### src/rtl/cpu_init_pkg.sv
package cpu_init_pkg;
  // bit positions inside the written byte; the block decodes these
  localparam int unsigned FAST_INIT_BIT = 0;  // port 92h
  localparam int unsigned FULL_RST_BIT  = 1;  // port CF9h
  localparam int unsigned CPU_RST_BIT   = 2;  // port CF9h

  localparam int unsigned DEF_PULSE_LEN   = 16;
  localparam int unsigned DEF_SYNC_STAGES = 2;

  typedef struct packed {
    logic soft_init;   // INIT request from a port write
    logic full_rst;    // full processor reset on CF9h
  } port_evt_t;
endpackage

### src/rtl/cig_sync.sv
module cig_sync #(
  parameter int unsigned STAGES    = 2,
  parameter logic        RESET_VAL = 1'b1
) (
  input  logic clk,
  input  logic rst_n,
  input  logic d,
  output logic q
);
  logic [STAGES-1:0] stage_q;
  logic [STAGES-1:0] stage_d;

  generate
    for (genvar g = 0; g < STAGES; g++) begin : g_stage
      if (g == 0) begin : g_first
        assign stage_d[g] = d;
      end else begin : g_next
        assign stage_d[g] = stage_q[g-1];
      end
    end
  endgenerate

  always_ff @(posedge clk or negedge rst_n) begin
    if (!rst_n) stage_q <= {STAGES{RESET_VAL}};
    else        stage_q <= stage_d;
  end

  assign q = stage_q[STAGES-1];
endmodule

### src/rtl/cig_port_trig.sv
module cig_port_trig
  import cpu_init_pkg::*;
(
  input  logic      clk,
  input  logic      rst_n,
  input  logic      wr_sysctl,
  input  logic      wr_rstctl,
  input  logic      fast_bit,
  input  logic      full_bit,
  input  logic      cpu_bit,
  input  logic      bist_en,
  output port_evt_t evt,
  output logic      bist_req
);
  logic sys_shadow_q, sys_shadow_d;
  logic cpu_shadow_q, cpu_shadow_d;
  logic bist_q, bist_d;
  logic sys_rise, cpu_rise;

  always_comb begin
    sys_rise      = wr_sysctl && fast_bit && !sys_shadow_q;
    cpu_rise      = wr_rstctl && cpu_bit && !cpu_shadow_q;
    evt.soft_init = sys_rise || (cpu_rise && !full_bit);
    evt.full_rst  = cpu_rise && full_bit;
    sys_shadow_d  = wr_sysctl ? fast_bit : sys_shadow_q;
    cpu_shadow_d  = wr_rstctl ? cpu_bit  : cpu_shadow_q;
    bist_d        = evt.full_rst && bist_en;
  end

  always_ff @(posedge clk or negedge rst_n) begin
    if (!rst_n) begin
      sys_shadow_q <= 1'b0;
      cpu_shadow_q <= 1'b0;
      bist_q       <= 1'b0;
    end else begin
      sys_shadow_q <= sys_shadow_d;
      cpu_shadow_q <= cpu_shadow_d;
      bist_q       <= bist_d;
    end
  end

  assign bist_req = bist_q;

  // rewriting a one over a held one never requests INIT
  assert_sys_rewrite_quiet_R3: assert property (@(posedge clk) disable iff (!rst_n)
    (wr_sysctl && !wr_rstctl && fast_bit && sys_shadow_q) |-> !evt.soft_init);
  // the held copy follows every CF9h write
  assert_cpu_shadow_follows_R4: assert property (@(posedge clk) disable iff (!rst_n)
    wr_rstctl |=> (cpu_shadow_q == $past(cpu_bit)));
  // the BIST flag lasts one cycle
  assert_bist_one_cycle_R8: assert property (@(posedge clk) disable iff (!rst_n)
    bist_q |=> !bist_q);
  // a full reset never doubles as a soft INIT
  assert_full_not_soft_R8: assert property (@(posedge clk) disable iff (!rst_n)
    (evt.full_rst && !wr_sysctl) |-> !evt.soft_init);
endmodule

### src/rtl/cig_kbc_arm.sv
module cig_kbc_arm (
  input  logic clk,
  input  logic rst_n,
  input  logic kbc_sync_n,
  input  logic deep_sleep,
  output logic kbc_trig
);
  logic prev_q, prev_d;
  logic armed_q, armed_d;
  logic fall, rise;

  always_comb begin
    fall     = prev_q && !kbc_sync_n;
    rise     = !prev_q && kbc_sync_n;
    kbc_trig = fall && armed_q && !deep_sleep;
    prev_d   = kbc_sync_n;
    armed_d  = armed_q;
    if (!deep_sleep) begin
      if (kbc_trig)  armed_d = 1'b0;
      else if (rise) armed_d = 1'b1;
    end
  end

  always_ff @(posedge clk or negedge rst_n) begin
    if (!rst_n) begin
      prev_q  <= 1'b1;
      armed_q <= 1'b1;
    end else begin
      prev_q  <= prev_d;
      armed_q <= armed_d;
    end
  end

  // nothing from this path while asleep, and the arm state holds
  assert_sleep_silent_R6: assert property (@(posedge clk) disable iff (!rst_n)
    deep_sleep |-> !kbc_trig);
  assert_sleep_holds_arm_R6: assert property (@(posedge clk) disable iff (!rst_n)
    deep_sleep |=> $stable(armed_q));
  // a trigger leaves the path disarmed
  assert_trig_disarms_R5: assert property (@(posedge clk) disable iff (!rst_n)
    kbc_trig |=> !armed_q);
endmodule

### src/rtl/cig_pulse.sv
module cig_pulse #(
  parameter int unsigned PULSE_LEN = 16
) (
  input  logic clk,
  input  logic rst_n,
  input  logic trig,
  output logic active
);
  localparam int unsigned CNT_W = (PULSE_LEN > 2) ? $clog2(PULSE_LEN) : 1;
  localparam logic [CNT_W-1:0] LOAD = CNT_W'(PULSE_LEN - 1);

  logic             active_q, active_d;
  logic [CNT_W-1:0] cnt_q, cnt_d;
  logic             cnt_en;

  always_comb begin
    active_d = active_q;
    cnt_d    = cnt_q;
    cnt_en   = 1'b0;
    if (!active_q) begin
      if (trig) begin
        active_d = 1'b1;
        cnt_d    = LOAD;
        cnt_en   = 1'b1;
      end
    end else if (cnt_q == '0) begin
      active_d = 1'b0;
    end else begin
      cnt_d  = cnt_q - CNT_W'(1);
      cnt_en = 1'b1;
    end
  end

  always_ff @(posedge clk or negedge rst_n) begin
    if (!rst_n) active_q <= 1'b0;
    else        active_q <= active_d;
  end

  always_ff @(posedge clk or negedge rst_n) begin
    if (!rst_n)      cnt_q <= '0;
    else if (cnt_en) cnt_q <= cnt_d;
  end

  assign active = active_q;

  // an idle timer starts on any trigger
  assert_start_on_trig_R2: assert property (@(posedge clk) disable iff (!rst_n)
    (!active_q && trig) |=> active_q);
  // a running pulse counts down and is never reloaded
  assert_no_stretch_R7: assert property (@(posedge clk) disable iff (!rst_n)
    (active_q && cnt_q != '0) |=> (active_q && cnt_q == $past(cnt_q) - CNT_W'(1)));
  // the pulse always ends from a zero count
  assert_end_at_zero_R7: assert property (@(posedge clk) disable iff (!rst_n)
    $fell(active_q) |-> ($past(cnt_q) == '0));
endmodule

### src/rtl/cpu_init_gen.sv
module cpu_init_gen
  import cpu_init_pkg::*;
#(
  parameter int unsigned PULSE_LEN   = DEF_PULSE_LEN,
  parameter int unsigned SYNC_STAGES = DEF_SYNC_STAGES
) (
  input  logic       clk,
  input  logic       rst_n,
  input  logic       shutdown_cyc,
  input  logic       wr_sysctl,
  input  logic       wr_rstctl,
  input  logic [7:0] io_wdata,
  input  logic       kbc_rst_in_n,
  input  logic       deep_sleep,
  input  logic       bist_en,
  output logic       init_n,
  output logic       bist_req
);
  port_evt_t port_evt;
  logic      kbc_sync_n;
  logic      kbc_trig;
  logic      any_trig;
  logic      pulse_active;
  logic      wdata_unused;

  assign wdata_unused = ^{io_wdata[7:3]};

  cig_port_trig u_port_trig (
    .clk       (clk),
    .rst_n     (rst_n),
    .wr_sysctl (wr_sysctl),
    .wr_rstctl (wr_rstctl),
    .fast_bit  (io_wdata[FAST_INIT_BIT]),
    .full_bit  (io_wdata[FULL_RST_BIT]),
    .cpu_bit   (io_wdata[CPU_RST_BIT]),
    .bist_en   (bist_en),
    .evt       (port_evt),
    .bist_req  (bist_req)
  );

  cig_sync #(.STAGES(SYNC_STAGES), .RESET_VAL(1'b1)) u_kbc_sync (
    .clk   (clk),
    .rst_n (rst_n),
    .d     (kbc_rst_in_n),
    .q     (kbc_sync_n)
  );

  cig_kbc_arm u_kbc_arm (
    .clk        (clk),
    .rst_n      (rst_n),
    .kbc_sync_n (kbc_sync_n),
    .deep_sleep (deep_sleep),
    .kbc_trig   (kbc_trig)
  );

  assign any_trig = shutdown_cyc || port_evt.soft_init || kbc_trig;

  cig_pulse #(.PULSE_LEN(PULSE_LEN)) u_pulse (
    .clk    (clk),
    .rst_n  (rst_n),
    .trig   (any_trig),
    .active (pulse_active)
  );

  assign init_n = !pulse_active;

  // a shutdown cycle on an idle output drives INIT low next clock
  assert_shutdown_fires_R2: assert property (@(posedge clk) disable iff (!rst_n)
    (shutdown_cyc && init_n) |=> !init_n);
  // the BIST flag only follows a CF9h write
  assert_bist_after_write_R8: assert property (@(posedge clk) disable iff (!rst_n)
    bist_req |-> $past(wr_rstctl && bist_en));
endmodule

### config.mk
export PLATFORM = sky130hd
export DESIGN_NAME = cpu_init_gen
export DESIGN_NICKNAME = d
export VERILOG_FILES = /design/src/rtl/cpu_init_pkg.sv /design/src/rtl/cig_sync.sv /design/src/rtl/cig_port_trig.sv /design/src/rtl/cig_kbc_arm.sv /design/src/rtl/cig_pulse.sv /design/src/rtl/cpu_init_gen.sv
export SDC_FILE = /design/constraint.sdc
export NUM_CORES = 1
export LEC_CHECK = 0
export BUFFER_PORTS_ARGS = -buffer_cell sky130_fd_sc_hd__buf_2
export CORE_MARGIN = 2
export CORE_UTILIZATION = 42
export DETAILED_ROUTE_END_ITERATION = 7
export PLACE_DENSITY_LB_ADDON = 0.05
export SLEW_MARGIN = 20
export SYNTH_ARGS = -nofsm -noshare
export SYNTH_HDL_FRONTEND = slang
export SYNTH_SLANG_ARGS = --single-unit
### constraint.sdc
create_clock -name clk -period 1.37 [get_ports clk]
set_input_delay 0.2055 -clock clk [delete_from_list [all_inputs] [get_ports clk]]
set_output_delay 0.2055 -clock clk [all_outputs]
set_load 0.02 [all_outputs]
Word-level counts from Yosys, hierarchy flattened --
Index checks and enable logic that the tools add are counted. W data, S select, Z words.
Word-level totals: input port bits 16, logic and storage cells 45, register bits 12, output and inout bits 2
Cells by class: bitwise logic cells 1, reductions and logical operators 26, add/subtract/negate cells 1, muxes and demuxes 8, equal/unequal tests 1
Operators by type and width (number):
- $mux W4 | 3
- $logic_and A1 B1 Y1 | 11
- $logic_not A1 Y1 | 7
- $mux W1 | 5
- $logic_not A4 Y1 | 1
- $reduce_bool A2 Y1 | 2
- $sub A4 B1 Y4 const B | 1
- $logic_or A1 B1 Y1 | 3
- $reduce_and A3 Y1 | 1
- $ne A2 B2 Y1 const B | 1
- $reduce_and A2 Y1 | 1
- $not A1 Y1 | 1

Logic depth before layout (Yosys ltp) --
depth in word-level cells 9, depth in mapped cells 5, gate-level depth less buffers 5

Modules after synthesis --
A second synthesis with hierarchy kept.
Unflattened totals: cell total of the unflattened synthesis 51, area total of the unflattened synthesis 548.0 sq um
By module, submodules not included:
- cig_pulse | cells each 27, area an instance 276.5 sq um, instances 1, seq. area each 125.1 sq um
- cig_port_trig | cells each 12, area an instance 128.9 sq um, instances 1, seq. area each 75.1 sq um
- cig_kbc_arm | cells each 8, area an instance 80.1 sq um, instances 1, seq. area each 52.6 sq um
- cig_sync | cells each 2, area an instance 52.6 sq um, instances 1, seq. area each 52.6 sq um
- cpu_init_gen | cells each 2, area an instance 10.0 sq um, instances 1, seq. area each 0.0 sq um

Least setup slack after synthesis --
No wires, ideal clock.
path type reg2reg, start register u_port_trig.cpu_shadow_q, end register u_pulse.cnt_q[0], required time 1.242 ns, path buffers 0, slack -0.070 ns, stages on the path, launching flop included 4, library setup time 0.128 ns, data arrival time 1.313 ns, cell sequence dfrtp_1 > or3_4 > a31oi_4 > mux2_1
Between the ends: word-level cells in the longest chain between the ends 9, elaborated cells between the ends (all ways) 10
Ends and longest elaborated chain:
- start: declaration | line cig_port_trig.sv:16 | logic cpu_shadow_q, cpu_shadow_d;
- start signal: assignment | line cig_port_trig.sv:37 | cpu_shadow_q <= cpu_shadow_d;
- $logic_not A1 Y1 | line cig_port_trig.sv:22 | cpu_rise = wr_rstctl && cpu_bit && !cpu_shadow_q;
- $logic_and A1 B1 Y1 | line cig_port_trig.sv:22
- $logic_and A1 B1 Y1 | line cig_port_trig.sv:23 | evt.soft_init = sys_rise || (cpu_rise && !full_bit);
- $logic_or A1 B1 Y1 | line cig_port_trig.sv:23
- $logic_or A1 B1 Y1 (2 in a row) | line cpu_init_gen.sv:56 | assign any_trig = shutdown_cyc || port_evt.soft_init || kbc_trig;
- $mux W1 (2 in a row)
- via u_pulse.active_d | line cig_pulse.sv:12 | logic active_q, active_d;
- $reduce_and A3 Y1 (no line)
- end signal: assignment | line cig_pulse.sv:41 | else if (cnt_en) cnt_q <= cnt_d;
- end: declaration | line cig_pulse.sv:13 | logic [CNT_W-1:0] cnt_q, cnt_d;
The timed path passes the listed nets, and every way through them passes these cells. A chain may end at the register's enable or synchronous reset.

Worst setup path after layout --
start register u_port_trig.cpu_shadow_q, end register u_pulse.cnt_q[3]
Same word-level chain as after synthesis.

==> impl.org <==
** Run status
- The run finished, with violations left.
- The checks that failed: negative setup slack.

** Setup path
- The critical path ends at u_pulse.cnt_q[3]$_DFFE_PN0P_.
- For flop-to-flop paths, the worst setup slack is -110 ps.
- The most critical setup path has its startpoint at u_port_trig.cpu_shadow_q$_DFFE_PN0P_.
- Highest fanout seen on the critical path :: 5
- Signal arrival time at the worst endpoint :: roughly 1600 ps
- The worst setup path is launched from a register.
- Reg-to-Reg Start :: u_port_trig.cpu_shadow_q$_DFFE_PN0P_
- The critical path contains buffers and inverters numbering 0 combined.
- Required time worst endpoint :: 1520 ps
- The largest individual stage delay along the critical path comes from the cell dfrtp_1.
- Count of cells along the worst register-to-register path :: 3
- Critical path's top delay family :: flip-flops
- The critical path is of the reg2reg type.
- Ordered cell list for the critical path :: or3_4 -> a31oi_4 -> mux2_4
- FF-to-FF End :: u_pulse.cnt_q[3]$_DFFE_PN0P_
- In this design, the stage delay of the slowest critical-path cell is about 390 ps.
- STA classifies the critical path endpoint as a register.
- The critical path runs through a total of 3 cells.

** Route
- Vias per cell :: 4.97
- In the final routed layout, each cell accounts on average for 11.8 um.
- The first routing iteration left 6 violations.
- Via count :: 427
- For this run, design rule violations remaining after detail routing come to 0.
- Number of iterations in the first detailed-routing pass :: 3
- Antenna-violating nets left :: 0
- Final WL :: approximately 1000 um

** Clocking
- Clock tree synthesis selected as its root buffer the cell clkbuf_4.
- After clock tree synthesis, the clock-pin slew on the worst setup and hold paths is 70 ps.
- Counting every sink on the clock net gives 12.
- TritonCTS built the clock tree.
- TritonCTS created 3 clock buffers.
- CTS built an H-tree with a depth of 1.
- No sink is reached through more buffers than the 2 on the longest clock path.
- Later-pin clock latency in the skew report :: 270 ps

** Floorplan
- Starting density of the core :: 44.0%
- Chip width :: 40.5 um
- Row count :: 13
- The floorplan step defined a core boundary enclosing 1270 um2.
- Num ports :: 18
- From bottom edge to top edge, the die measures around 40 um.
- Overall die area :: approximately 1600 um2

** Power
- The share of total power dissipated in the clock network is between 15 and 20%.
- VDD sags by at most roughly 0.59 mV.
- For this design the static power due to leakage is around 0.38 nW.
- Of the total power, registers draw 39.0%.
- The internal portion of the total power is between 0.9 and 1 mW.
- For this design the ratio of total power to cell area is 1830 nW/um2.
- Summed over all nets, the switching power comes to 0.422 mW.
- Total power for the finished layout comes to 1.36 mW.
- Portion of total power attributed to combinational logic :: 45.1%
- Switching power as a share of total power :: 30.9%

** Global routing
- The via count of the first global-routing pass was between 400 and 500.
- Total routing usage reported by global routing :: 16.4%
- Entering global routing, the biggest net connects 13 pins.
- The first global-routing pass estimated 1700 um of wire.
- The initial antenna violation count was 0.
- Remaining global-route overflow :: 0

** Finish
- Count of placed standard cells in the final layout, fillers left out :: 86
- Of the cells placed in the final design, the portion with a size suffix greater than 1 is between 50 and 60%.
- Net count, final :: 90
- Area growth from synthesis to layout :: 33.4%
- Final antenna diode count :: 0

** Timing
- Final critical-path required period :: 1480 ps
- Of the available clock period, the critical path in the final layout requires 108%.
- Final setup slack of the worst path :: -107 ps
- Skew final :: 7.14 ps
- Worst relative slew slack :: roughly 80%
- RSZ-0062 raised after global routing :: true
- The number of slew-limit violations in the final report was 0.
- Setup TNS :: -402 ps
- Final count of hold timing violations :: 0
- At the pin with the least slew margin, the transition time is 281 ps.
- Setup violations remaining at the end of the flow were counted as 4.
- Based on the critical path, the design can be clocked at up to 0.677 GHz.
- Hold timing on the final database bottoms out at a slack of 30.9 ps.

** Worst hold path
- Class of the tightest hold or removal check :: in2reg

** Placement
- HPWL Detailed :: about 830 um
- Timing analysis after detailed placement gives a worst setup slack of -122 ps.
- In this run, placement finished with an instance count of 80.
- At the end of routability-driven placement, the weighted congestion stood at 0.581.
- Count of buffers inserted at the top-level ports :: 12

** Logic synthesis
- The most used flip-flop cell after synthesis is dfrtp_1.
- In this run the mean area of a mapped cell was 12.1 um2.
- Summed over its instances, the top area cell type makes up 35.9% of the synthesized netlist area.
- Top area cells in the synthesized netlist :: dfrtp_1 36%, dfstp_2 19%, mux2_1 6.1%
- After synthesis, the share of flip-flops with an asynchronous set or reset is 100%.
- Yosys warning total :: 0
- In this run the cell area of the synthesized design comes to 558 um2.
- dfrtp_1 takes more of the synthesized area than any other cell.
- Synthesis instantiated 19 different standard cells from the library.
- Number of flip-flops and latches in the synthesized netlist :: 12
- Top cells by instance count after synthesis :: 8 x dfrtp_1, 6 x inv_1, 6 x nand2_1
- The number of nets handed over by synthesis was 64.
- The most common cell in the synthesized netlist is dfrtp_1.
- Portion of the post-synthesis area used by sequential elements :: 54.7%
- Synthesis produced between 40 and 50 cells.
- Yosys mapped a number of flops with a built-in enable equal to 0.

** Flow run
- Max-cap violations in this run came to 0.
-- worst register-to-register path, stage by stage, from the launching register on --
cell     delay, ps
dfrtp_1        390
or3_4          380
a31oi_4        260
mux2_4         330
-- state kept, by name, summed over array words and instances, names as in the netlist --
register                  flops
u_pulse.cnt_q                 4
u_kbc_sync.stage_q            2
u_kbc_arm.armed_q             1
u_kbc_arm.prev_q              1
u_port_trig.bist_req          1
u_port_trig.cpu_shadow_q      1
u_port_trig.sys_shadow_q      1
u_pulse.active                1
-- per-layer routing --
layer  share of wire, %  vias up  track usage (%)  wire [um]
li1                   -      207                -          -
met1                 38      210             15.8        385
met2                 57        8             31.0        580
met3                3.9        2             3.33         40
met4               0.59        0             10.0          6
met5                  0        -                0          0
-- power groups by stage --
stage          Sequential (mW)  Clock (mW)  Combinational, mW
5_1_grt                  0.544       0.253              0.668
6_report                 0.531       0.217              0.615
4_1_cts                  0.526       0.227              0.513
2_1_floorplan            0.530           0              0.327
3_3_place_gp             0.524           0              0.469
3_5_place_dp             0.532           0              0.508
-- final cells by class --
| type | instances | area, um2 |
|---|---|---|
| Multi-Input combinational cell | 27 | 238 |
| Inverter | 7 | 26.3 |
| Fill cell | 113 | 524 |
| Tap cell | 15 | 18.8 |
| Timing Repair Buffer | 21 | 130 |
| Clock buffer | 4 | 26.3 |
| Sequential cell | 12 | 305 |
-- cells in the final DEF, fill, tap and decap left out --
cell type / netlist / layout
inv_2: 1 / 3
a311oi_1: 1 / 1
dlygate4sd3_1: 0 / 1
buf_2: 0 / 12
clkbuf_1: 0 / 1
nand3_1: 1 / 1
dfrtp_1: 8 / 8
nor4b_4: 1 / 1
clkbuf_4: 0 / 3
ha_1: 2 / 2
nor2_1: 1 / 1
nor3_1: 1 / 1
or3_4: 1 / 1
a21oi_1: 1 / 1
o21ai_0: 4 / 4
inv_1: 6 / 4
buf_4: 0 / 8
xnor2_1: 2 / 2
a31oi_4: 1 / 1
nor4b_1: 1 / 1
nand2_1: 6 / 6
mux2_4: 1 / 4
dfstp_2: 4 / 4
-- logic make-up (layout without fill, tap and decap cells) --
| family | after synthesis | in the layout | synth area share (%) |
|---|---|---|---|
| AO/OA/AOI/OAI | 7 | 7 | 9.86 |
| adder cells (fa/ha/maj) | 2 | 2 | 4.48 |
| AND/OR/NAND/NOR | 12 | 12 | 14.3 |
| XOR/XNOR | 2 | 2 | 3.14 |
| flip-flops | 12 | 12 | 54.7 |
| buffers and inverters | 7 | 32 | 4.71 |
| multiplexers | 4 | 4 | 8.74 |
-- through the flow --
| step | cell area, um2 | utilization (%) |
|---|---|---|
| floorplan | 558 | - |
| global placement | 689 | 54.3 |
| detailed placement | 689 | 54.3 |
| CTS | 726 | 57.2 |
| global route | 744 | 58.7 |
| finish | 744 | 58.7 |
-- worst min path at each step --
stage / end / slack [ps] / cells after the start / from
after global routing: u_kbc_sync.stage_q[0]$_DFF_PN1_ / 9 / 1 / kbc_rst_in_n
after global placement: u_pulse.active$_DFF_PN0_ / 80 / 1 / rst_n
after floorplan: u_port_trig.bist_req$_DFF_PN0_ / -90 / 0 / rst_n
after CTS: u_kbc_sync.stage_q[0]$_DFF_PN1_ / 20 / 1 / kbc_rst_in_n
after detailed placement: u_pulse.active$_DFF_PN0_ / 90 / 1 / rst_n
final: u_kbc_sync.stage_q[0]$_DFF_PN1_ / 30 / 1 / kbc_rst_in_n
-- what timing repair did --
item,in CTS,in global routing
setup buffers,0,1
hold buffers,1,0
cloned,0,0
resized for setup,0,5
endpoints found under the hold margin,8,0
pin swaps,1,0
endpoints found under the setup margin,4,4
Note: power is estimated with default switching activity, not from simulation.
